### src/rtl/xbar_pkg.sv
package xbar_pkg;
  localparam int XB_NSLOT = 2;
  localparam int XB_AW    = 4;
  localparam int XB_DW    = 16;
  localparam int XB_CW    = 8;

  // bits in one move slot: valid, source, destination, two control fields
  function automatic int slot_bits(int aw, int cw);
    return 1 + 2 * aw + 2 * cw;
  endfunction
endpackage

### src/rtl/xbar_slot_decode.sv
module xbar_slot_decode #(
  parameter int AW = 4,
  parameter int DW = 16,
  parameter int CW = 8
) (
  input  logic [xbar_pkg::slot_bits(AW, CW)-1:0] slot,
  input  logic [(1<<AW)*DW-1:0]                  src_data,
  input  logic [(1<<AW)-1:0]                     src_ready,
  output logic [(1<<AW)-1:0]                     src_oh,
  output logic [(1<<AW)-1:0]                     dst_oh,
  output logic [DW-1:0]                          data,
  output logic [CW-1:0]                          sctrl,
  output logic [CW-1:0]                          dctrl,
  output logic                                   blocked
);
  localparam int NPORT = 1 << AW;
  localparam int SW    = xbar_pkg::slot_bits(AW, CW);

  logic          valid;
  logic [AW-1:0] saddr;
  logic [AW-1:0] daddr;

  assign valid = slot[SW-1];
  assign saddr = slot[SW-2 -: AW];
  assign daddr = slot[SW-2-AW -: AW];
  assign sctrl = slot[2*CW-1 -: CW];
  assign dctrl = slot[CW-1:0];

  // read-side select: word from the addressed source
  assign data    = src_data[saddr*DW +: DW];
  assign blocked = valid & ~src_ready[saddr];
  assign src_oh  = valid ? (NPORT'(1) << saddr) : '0;
  assign dst_oh  = valid ? (NPORT'(1) << daddr) : '0;
endmodule

### src/rtl/xbar_prio_pick.sv
module xbar_prio_pick #(
  parameter int NSLOT = 2,
  parameter int W     = 8
) (
  input  logic [NSLOT-1:0]   sel,
  input  logic [NSLOT*W-1:0] vals,
  output logic               hit,
  output logic [W-1:0]       val
);
  // lowest selected slot wins; zero when none is selected
  always_comb begin
    val = '0;
    for (int i = NSLOT - 1; i >= 0; i--) begin
      if (sel[i]) val = vals[i*W +: W];
    end
  end
  assign hit = |sel;
endmodule

### src/rtl/xbar_interconnect.sv
module xbar_interconnect #(
  parameter int NSLOT = xbar_pkg::XB_NSLOT,
  parameter int AW    = xbar_pkg::XB_AW,
  parameter int DW    = xbar_pkg::XB_DW,
  parameter int CW    = xbar_pkg::XB_CW
) (
  input  logic                                        clk,
  input  logic                                        rst,
  input  logic [NSLOT*xbar_pkg::slot_bits(AW,CW)-1:0] instr,
  input  logic [(1<<AW)*DW-1:0]                       src_data,
  input  logic [(1<<AW)-1:0]                          src_ready,
  output logic                                        stall,
  output logic [(1<<AW)-1:0]                          dst_we,
  output logic [(1<<AW)*DW-1:0]                       dst_data,
  output logic [(1<<AW)*CW-1:0]                       dst_ctrl,
  output logic [(1<<AW)-1:0]                          src_rd,
  output logic [(1<<AW)*CW-1:0]                       src_ctrl,
  output logic                                        conflict
);
  localparam int NPORT = 1 << AW;
  localparam int SW    = xbar_pkg::slot_bits(AW, CW);
  localparam int WW    = DW + CW;

  logic [NSLOT-1:0][NPORT-1:0] s_src_oh;
  logic [NSLOT-1:0][NPORT-1:0] s_dst_oh;
  logic [NSLOT-1:0]            s_blk;
  logic [NSLOT*WW-1:0]         s_wval;
  logic [NSLOT*CW-1:0]         s_rval;

  for (genvar s = 0; s < NSLOT; s++) begin : g_slot
    logic [DW-1:0] data;
    logic [CW-1:0] sctrl;
    logic [CW-1:0] dctrl;
    xbar_slot_decode #(.AW(AW), .DW(DW), .CW(CW)) u_dec (
      .slot(instr[s*SW +: SW]),
      .src_data(src_data),
      .src_ready(src_ready),
      .src_oh(s_src_oh[s]),
      .dst_oh(s_dst_oh[s]),
      .data(data),
      .sctrl(sctrl),
      .dctrl(dctrl),
      .blocked(s_blk[s])
    );
    assign s_wval[s*WW +: WW] = {data, dctrl};
    assign s_rval[s*CW +: CW] = sctrl;
  end

  logic                  issue;
  logic [NPORT-1:0]      we_n;
  logic [NPORT-1:0]      rd_n;
  logic [NPORT-1:0]      multi_n;
  logic [NPORT*DW-1:0]   dd_n;
  logic [NPORT*CW-1:0]   dc_n;
  logic [NPORT*CW-1:0]   sc_n;

  assign stall = |s_blk;
  assign issue = ~stall;

  for (genvar p = 0; p < NPORT; p++) begin : g_port
    logic [NSLOT-1:0] wsel;
    logic [NSLOT-1:0] rsel;
    logic [WW-1:0]    wv;
    for (genvar s = 0; s < NSLOT; s++) begin : g_sel
      assign wsel[s] = s_dst_oh[s][p];
      assign rsel[s] = s_src_oh[s][p];
    end
    // write-side selector of destination port p
    xbar_prio_pick #(.NSLOT(NSLOT), .W(WW)) u_wr (
      .sel(wsel), .vals(s_wval), .hit(we_n[p]), .val(wv)
    );
    // read-side selector of source port p
    xbar_prio_pick #(.NSLOT(NSLOT), .W(CW)) u_rd (
      .sel(rsel), .vals(s_rval), .hit(rd_n[p]), .val(sc_n[p*CW +: CW])
    );
    assign dd_n[p*DW +: DW] = wv[WW-1 -: DW];
    assign dc_n[p*CW +: CW] = wv[CW-1:0];
    assign multi_n[p]       = ($countones(wsel) > 1);
  end

  always_ff @(posedge clk) begin
    if (rst || !issue) begin
      dst_we   <= '0;
      dst_data <= '0;
      dst_ctrl <= '0;
      src_rd   <= '0;
      src_ctrl <= '0;
      conflict <= 1'b0;
    end else begin
      dst_we   <= we_n;
      dst_data <= dd_n;
      dst_ctrl <= dc_n;
      src_rd   <= rd_n;
      src_ctrl <= sc_n;
      conflict <= |multi_n;
    end
  end
endmodule

### config.mk
export PLATFORM = sky130hd
export DESIGN_NAME = xbar_interconnect
export DESIGN_NICKNAME = d
export VERILOG_FILES = /design/src/rtl/xbar_pkg.sv /design/src/rtl/xbar_slot_decode.sv /design/src/rtl/xbar_prio_pick.sv /design/src/rtl/xbar_interconnect.sv
export SDC_FILE = /design/constraint.sdc
export NUM_CORES = 1
export LEC_CHECK = 0
export BUFFER_PORTS_ARGS = -buffer_cell sky130_fd_sc_hd__clkbuf_2
export CORE_AREA = 2 2 335 337
export DETAILED_ROUTE_END_ITERATION = 7
export DIE_AREA = 0 0 337 339
export SLEW_MARGIN = 20
export SYNTH_ARGS = -nofsm -noshare
export SYNTH_HDL_FRONTEND = slang
export SYNTH_SLANG_ARGS = --single-unit
### constraint.sdc
create_clock -name clk -period 4 [get_ports clk]
set_clock_uncertainty 0.1 [all_clocks]
set_input_delay 0.8 -clock clk [delete_from_list [all_inputs] [get_ports clk]]
set_output_delay 0.8 -clock clk [all_outputs]
set_load 0.05 [all_outputs]
==> results.md, run 1 <==
* Nature of the critical path endpoint: output pin
* Post-route ant nets at 0
* First-pass GRT wire length at 194.4 mm
* Hold_ws at ~490 ps
* Final setup fails at 0
* Met3 usage at 0.07460
* F_max at 278.6 MHz
* Final Power at 13.73 mW
* CP cell instances: buf_6 > buf_12 > mux4_2 > nand2_1 > a21oi_1 > o21ai_0 > clkbuf_2
* Initial drt markers at 2,929
* CP bufs+invs at 3
* Cells after synthesis at 2,687
* Synth top cells by count: dfxtp_1 (545), nor2_1 (353), a21oi_1 (272)
* Gate power share at 0.151
* DIE AREA at 114,200 um2
* Critical Path AT at 2690 ps
* Vias in the first global route at roughly 25,000
* Status: finished clean
* RSZ-0062 raised after global routing: no
* Wire per inst at 28.60 um
* Pint at 9.669 mW
* Cell Rows at 122
* CTS Buffer Depth at 3
* Clk slew on worst S/H paths at 60 ps
* FF+latch count, synth at 545
* Final Util at 0.2945
* Hold_buf cts at 0
* CTS tree: built
* GR peak layer: met2
* Mapped Area at 24,430 um2
* Initial core utilization at 0.2214
* Layout area overhead at 33.05%
* Worst path max stage delay at between 300 and 400 ps
* Hold WC Path Type: in -> reg
* Leak at 12.77 nW
* Buffers on Ports at 869
* Layout cells sized above 1 at 0.3588
* Sw Ratio at 0.2956
* Top area cells in the synthesized netlist: dfxtp_1 (45%), mux4_2 (8.5%), a22oi_1 (7.9%)
* # fillers at ~12,000
* Switch Pwr at 4.058 mW
* Final Wtd Congestion at 0.9979
* Sequential-to-total area share from yosys stat at 0.4466
* Crit. path cell count at 7
* Core Box Area at 110,400 um2
* # nets final at between 3,000 and 4,000
* Worst slew pin tran at 1093 ps
* Routing usage on met2 at 0.3865
* Post-layout min period at 3590 ps
* Drt first pass iters at 6
* Total CTS buffers at 61
* Vias at 26,009
* Crit path max-delay family: buffers and inverters
* Met1 Track Usage GR at 0.2880
* Worst vdd ir at 0.3379 mV
* Post-synth EDFFs at 0
* DRC Markers at 0
* Pre-CTS WS at 434.2 ps
* Seq pwr share at 0.401
* Total Wirelength at 142.5 mm
* GRT overflow at 0
* Fin crit share at 0.8975
* Sum Neg Setup Slack at 0 ps
* CTS Sinks at roughly 550
* Synth cell types at 58
* Count leader, synth: dfxtp_1
* Post-DP HPWL at 107.1 mm
* Hold Path Origin: instr[49]
* Overall routing resource usage at 0.2370
* Vias/cell at 5.221
* Most used DFF post-synth: dfxtp_1
* CP max-delay cell: o21ai_0
* Rel. slew slack at 0.2712
* Critical path class: in -> out
* CP Launch Type: primary input
* CP startpoint: instr[21]
* Pwr/cell area at 422.3 nW/um2
* Initial antenna violation count at 59
* Syn_nets at ~3,000
* Yosys warns at 0
* Worst endpoint required time at 3100 ps
* Clock root buffer: clkbuf_16
* Number of gates resized after CTS at 0
* Clk pwr share at 0.448
* Die Ht at 339 um
* Post-synth top area share at 0.4466
* Pins over their slew limit at 0
* End of the worst hold path: conflict
* Final setup margin at 410.2 ps
* Largest net degree at the start of global routing at 184
* Max Cap Violations at 0
* Yosys top cell by area: dfxtp_1
* # IOs at 870
* Fin. Hold Viols at 0
* Crit-path max FO at 44
* Die W at 337 um
* Async S/R FF share, synth at 0
* H-tree level count at 2
* Hold path depth at 3
* Post-CTS Setup Bufs at 0
* Synthesized area per cell at slightly above 9 um2
[cell usage in the layout, fill, tap and decap left out, types with 3 or more instances in the layout]
master / n
clkbuf_2: 865
dfxtp_1: 545
nor2_1: 324
a21oi_1: 272
a22oi_1: 257
o21ai_0: 227
nand3_1: 168
nand2_1: 127
buf_4: 105
mux2i_1: 98
mux4_2: 92
clkbuf_16: 62
diode_2: 30
inv_1: 27
nor2_4: 27
a221oi_1: 24
a221o_1: 23
o21ai_1: 18
a22o_1: 17
a32oi_1: 14
nor3_2: 13
o21a_1: 13
clkinv_2: 13
o21ai_2: 9
bufinv_16: 9
clkbuf_8: 9
buf_12: 9
nor2b_1: 8
clkbuf_1: 8
nand3b_1: 7
and2_1: 6
nand2b_1: 5
and3b_1: 4
inv_6: 4
clkinvlp_4: 4
clkinv_1: 3
nor2b_2: 3
[kinds of logic after synthesis]
logic type      after synthesis  synth area share
flops                       545            0.4466
buf+inv                     347           0.07042
xor+xnor                      1         0.0003585
mux                         194            0.1268
compound gates              888            0.2271
simple gates                712            0.1288
[area by class of cell]
cell class,instances,area (um2),share of cell area
clock inverter,34,475.5,0.01463
timing repair buffer,981,5320,0.1637
clock buffer,79,1705,0.05246
sequential,545,10910,0.3356
antenna,30,75.07,0.002309
inverter,30,112.6,0.003464
multi-input combinational,1795,12050,0.3706
tap,1488,1862,0.05727
[sequential cells by signal (all words and copies together) (netlist names)]
register	flops
src_rd	16
src_ctrl	128
dst_we	16
dst_ctrl	128
conflict	1
dst_data	256
[metrics by stage]
| stage | instances | area, um2 |
|---|---|---|
| global route | 4972 | 32480 |
| finish | 4982 | 32510 |
| CTS | 4951 | 32410 |
| global placement | 4838 | 30230 |
| detailed placement | 4838 | 30230 |
| floorplan | 2687 | 24430 |
[worst max-delay path by stage]
stage	end	slack (ps)
after global routing	stall	410
after global placement	stall	430
final	stall	410
after detailed placement	stall	430
after floorplan	stall	240
after CTS	stall	430
[layer usage]
metal,up-vias,wire length (um)
li1,11196,-
met1,12707,54840
met2,1682,66620
met3,380,14850
met4,44,5861
met5,-,282
[power groups by stage]
stage | combinational (mW) | clock (mW) | sequential [mW]
3_5_place_dp | 2.03 | 0 | 5.62
4_1_cts | 2.03 | 6.24 | 5.50
5_1_grt | 2.16 | 6.42 | 5.50
2_1_floorplan | 1.06 | 0 | 5.80
3_3_place_gp | 2.01 | 0 | 5.62
6_report | 2.07 | 6.15 | 5.50
No activity file was read; power rests on OpenSTA's default activity.
==> inputs of run 2 (changes only) <==
CORE_AREA = 2 2 339 341   (was 2 2 335 337)
CTS_BUF_LIST = sky130_fd_sc_hd__clkbuf_2   (was unset)
DIE_AREA = 0 0 341 343   (was 0 0 337 339)
==> results.md, run 2 (synthesized netlist as in run 1, its figures left out) <==
* Worst endpoint required time at 5220 ps
* Crit. path cell count at 12
* Max Cap Violations at 0
* RSZ-0062 raised after global routing: no
* Die W at 341 um
* Post-route ant nets at 0
* First-pass GRT wire length at roughly 200 mm
* Critical path class: in -> reg
* Largest net degree at the start of global routing at around 100
* CTS Buffer Depth at 3
* Initial drt markers at 2,802
* Most common cell after layout, fill and taps aside: clkbuf_2
* Cell Rows at 124
* F_max at 253.6 MHz
* Die Ht at ~340 um
* Overall routing resource usage at 0.2437
* # IOs at 870
* Critical Path AT at slightly above 5000 ps
* GRT overflow at 0
* # nets final at 4,047
* Final setup margin at 56.07 ps
* Vias at between 20,000 and 30,000
* Fin. Hold Viols at 0
* Rel. slew slack at 0.2854
* Nature of the critical path endpoint: flip-flop
* Pins over their slew limit at 0
* Clock root buffer: clkbuf_2
* Hold path depth at 6
* Sum Neg Setup Slack at 0 ps
* Worst path max stage delay at around 560 ps
* Initial core utilization at 0.2154
* Clk slew on worst S/H paths at 100 ps
* Pre-CTS WS at about 300 ps
* CP bufs+invs at 8
* Total Wirelength at 149.3 mm
* CTS Sinks at 545
* Wire per inst at between 20 and 30 um
* Drt first pass iters at 8
* Final setup fails at 0
* Largest reg by FF count: dst_data
* DRC Markers at 0
* CP cell instances: dlygate4sd3_1 > buf_4 > buf_12 > mux4_2 > dlygate4sd3_1 > a22o_1 > dlygate4sd3_1 > buf_4 > o21ai_0 > dlygate4sd3_1 > a21oi_1 > dlygate4sd3_1
* Crit-path most repeated cell: dlygate4sd3_1
* Hold WC Path Type: in -> reg
* Post-DP HPWL at 109.5 mm
* Vias/cell at 5.182
* CP Launch Type: primary input
* Vias in the first global route at around 26,000
* Pwr/cell area at 352.3 nW/um2
* DIE AREA at roughly 120,000 um2
* Worst slew pin tran at roughly 1100 ps
* Status: finished clean
* Layout area overhead at 38.56%
* Core Box Area at 113,400 um2
* Hold Path Origin: src_data[144]
* Fin crit share at 0.9860
* Commonest cells after routing, fill and taps aside: clkbuf_2 (1,064), dfxtp_1 (545), nor2_1 (324)
* Post-CTS Setup Bufs at 0
* # fillers at around 12,000
* Initial antenna violation count at 56
* Final Wtd Congestion at 0.9473
* Buffers on Ports at 869
* Max reg flops at 256
* Worst vdd ir at 0.2233 mV
* Largest registers: dst_data (256), dst_ctrl (128), src_ctrl (128)
* CP startpoint: instr[46]
* H-tree level count at 4
* Total CTS buffers at approximately 150
* CP max-delay cell: dlygate4sd3_1
* Post-layout min period at 3944 ps
* CTS tree: built
* Crit-path max FO at 51
* Leak at 13.59 nW
* Layout cells sized above 1 at 0.3622
* Crit path max-delay family: buffers and inverters
-- run 2: changes by cell type in the layout (fill, tap and decap cells not counted), sizes merged --
| cell | delta |
|---|---|
| clkbuf | +121 |
| clkinv | +24 |
| buf | +28 |
| bufinv | -8 |
| inv | +4 |
| diode | -3 |
| dlygate4sd3 | +194 |
-- run 2: power breakdown --
group	internal (mW)	switching, mW	total, mW	leakage (nW)
sequential	5.47	0.0219	5.50	4.39
combinational	0.740	1.57	2.31	8.23
clock	1.47	2.65	4.12	0.966
total	7.69	4.24	11.9	13.6
-- run 2: final timing paths --
path	to	slack (ps)
min	dst_data[128]	210
max	dst_data[109]	60
-- run 2: tightest hold or removal path, cell delays in order --
cell and delay, ps:
clkbuf_2 90, mux2i_1 210, a221o_1 230, o21ai_2 180, nand3_1 130, a21oi_1 60
-- run 2: area by class of cell --
cell class	instances	area, um2	share of cell area
well taps	1512	1892	0.05588
inverters	30	112.6	0.003326
clock buffers	200	1001	0.02957
multi-input cells	1795	12050	0.3560
flip-flops and latches	545	10910	0.3223
clock inverters	54	300.3	0.008870
repair buffers	1203	7518	0.2221
diodes	27	67.56	0.001996
-- run 2: per-stage QoR --
step / utilization / total power, mW / cell area, um2 / hold slack [ps] / instances
global placement: 0.2692 / 7.702 / 30530 / 1196 / 4890
floorplan: - / 6.852 / 24430 / 944.7 / 2687
finish: 0.2985 / 11.93 / 33850 / 212.8 / 5366
CTS: 0.2978 / 12.03 / 33780 / 1.421 / 5339
global route: 0.2983 / 12.47 / 33830 / 71.66 / 5357
detailed placement: 0.2692 / 7.710 / 30530 / 1196 / 4890
-- run 2: metal layers --
layer	track usage	part of all wire	wire, um
met2	0.3916	0.46	68840
met1	0.2893	0.38	56410
met3	0.08461	0.11	16050
met4	0.1201	0.052	7724
met5	0	0.0019	289
-- run 2: what timing repair did --
item | 4_1_cts | 5_1_grt
hold endpoints to repair | 530 | 2
endpoints found under the setup margin | 0 | 4
resized for setup | 0 | 2
hold buffers | 195 | 1
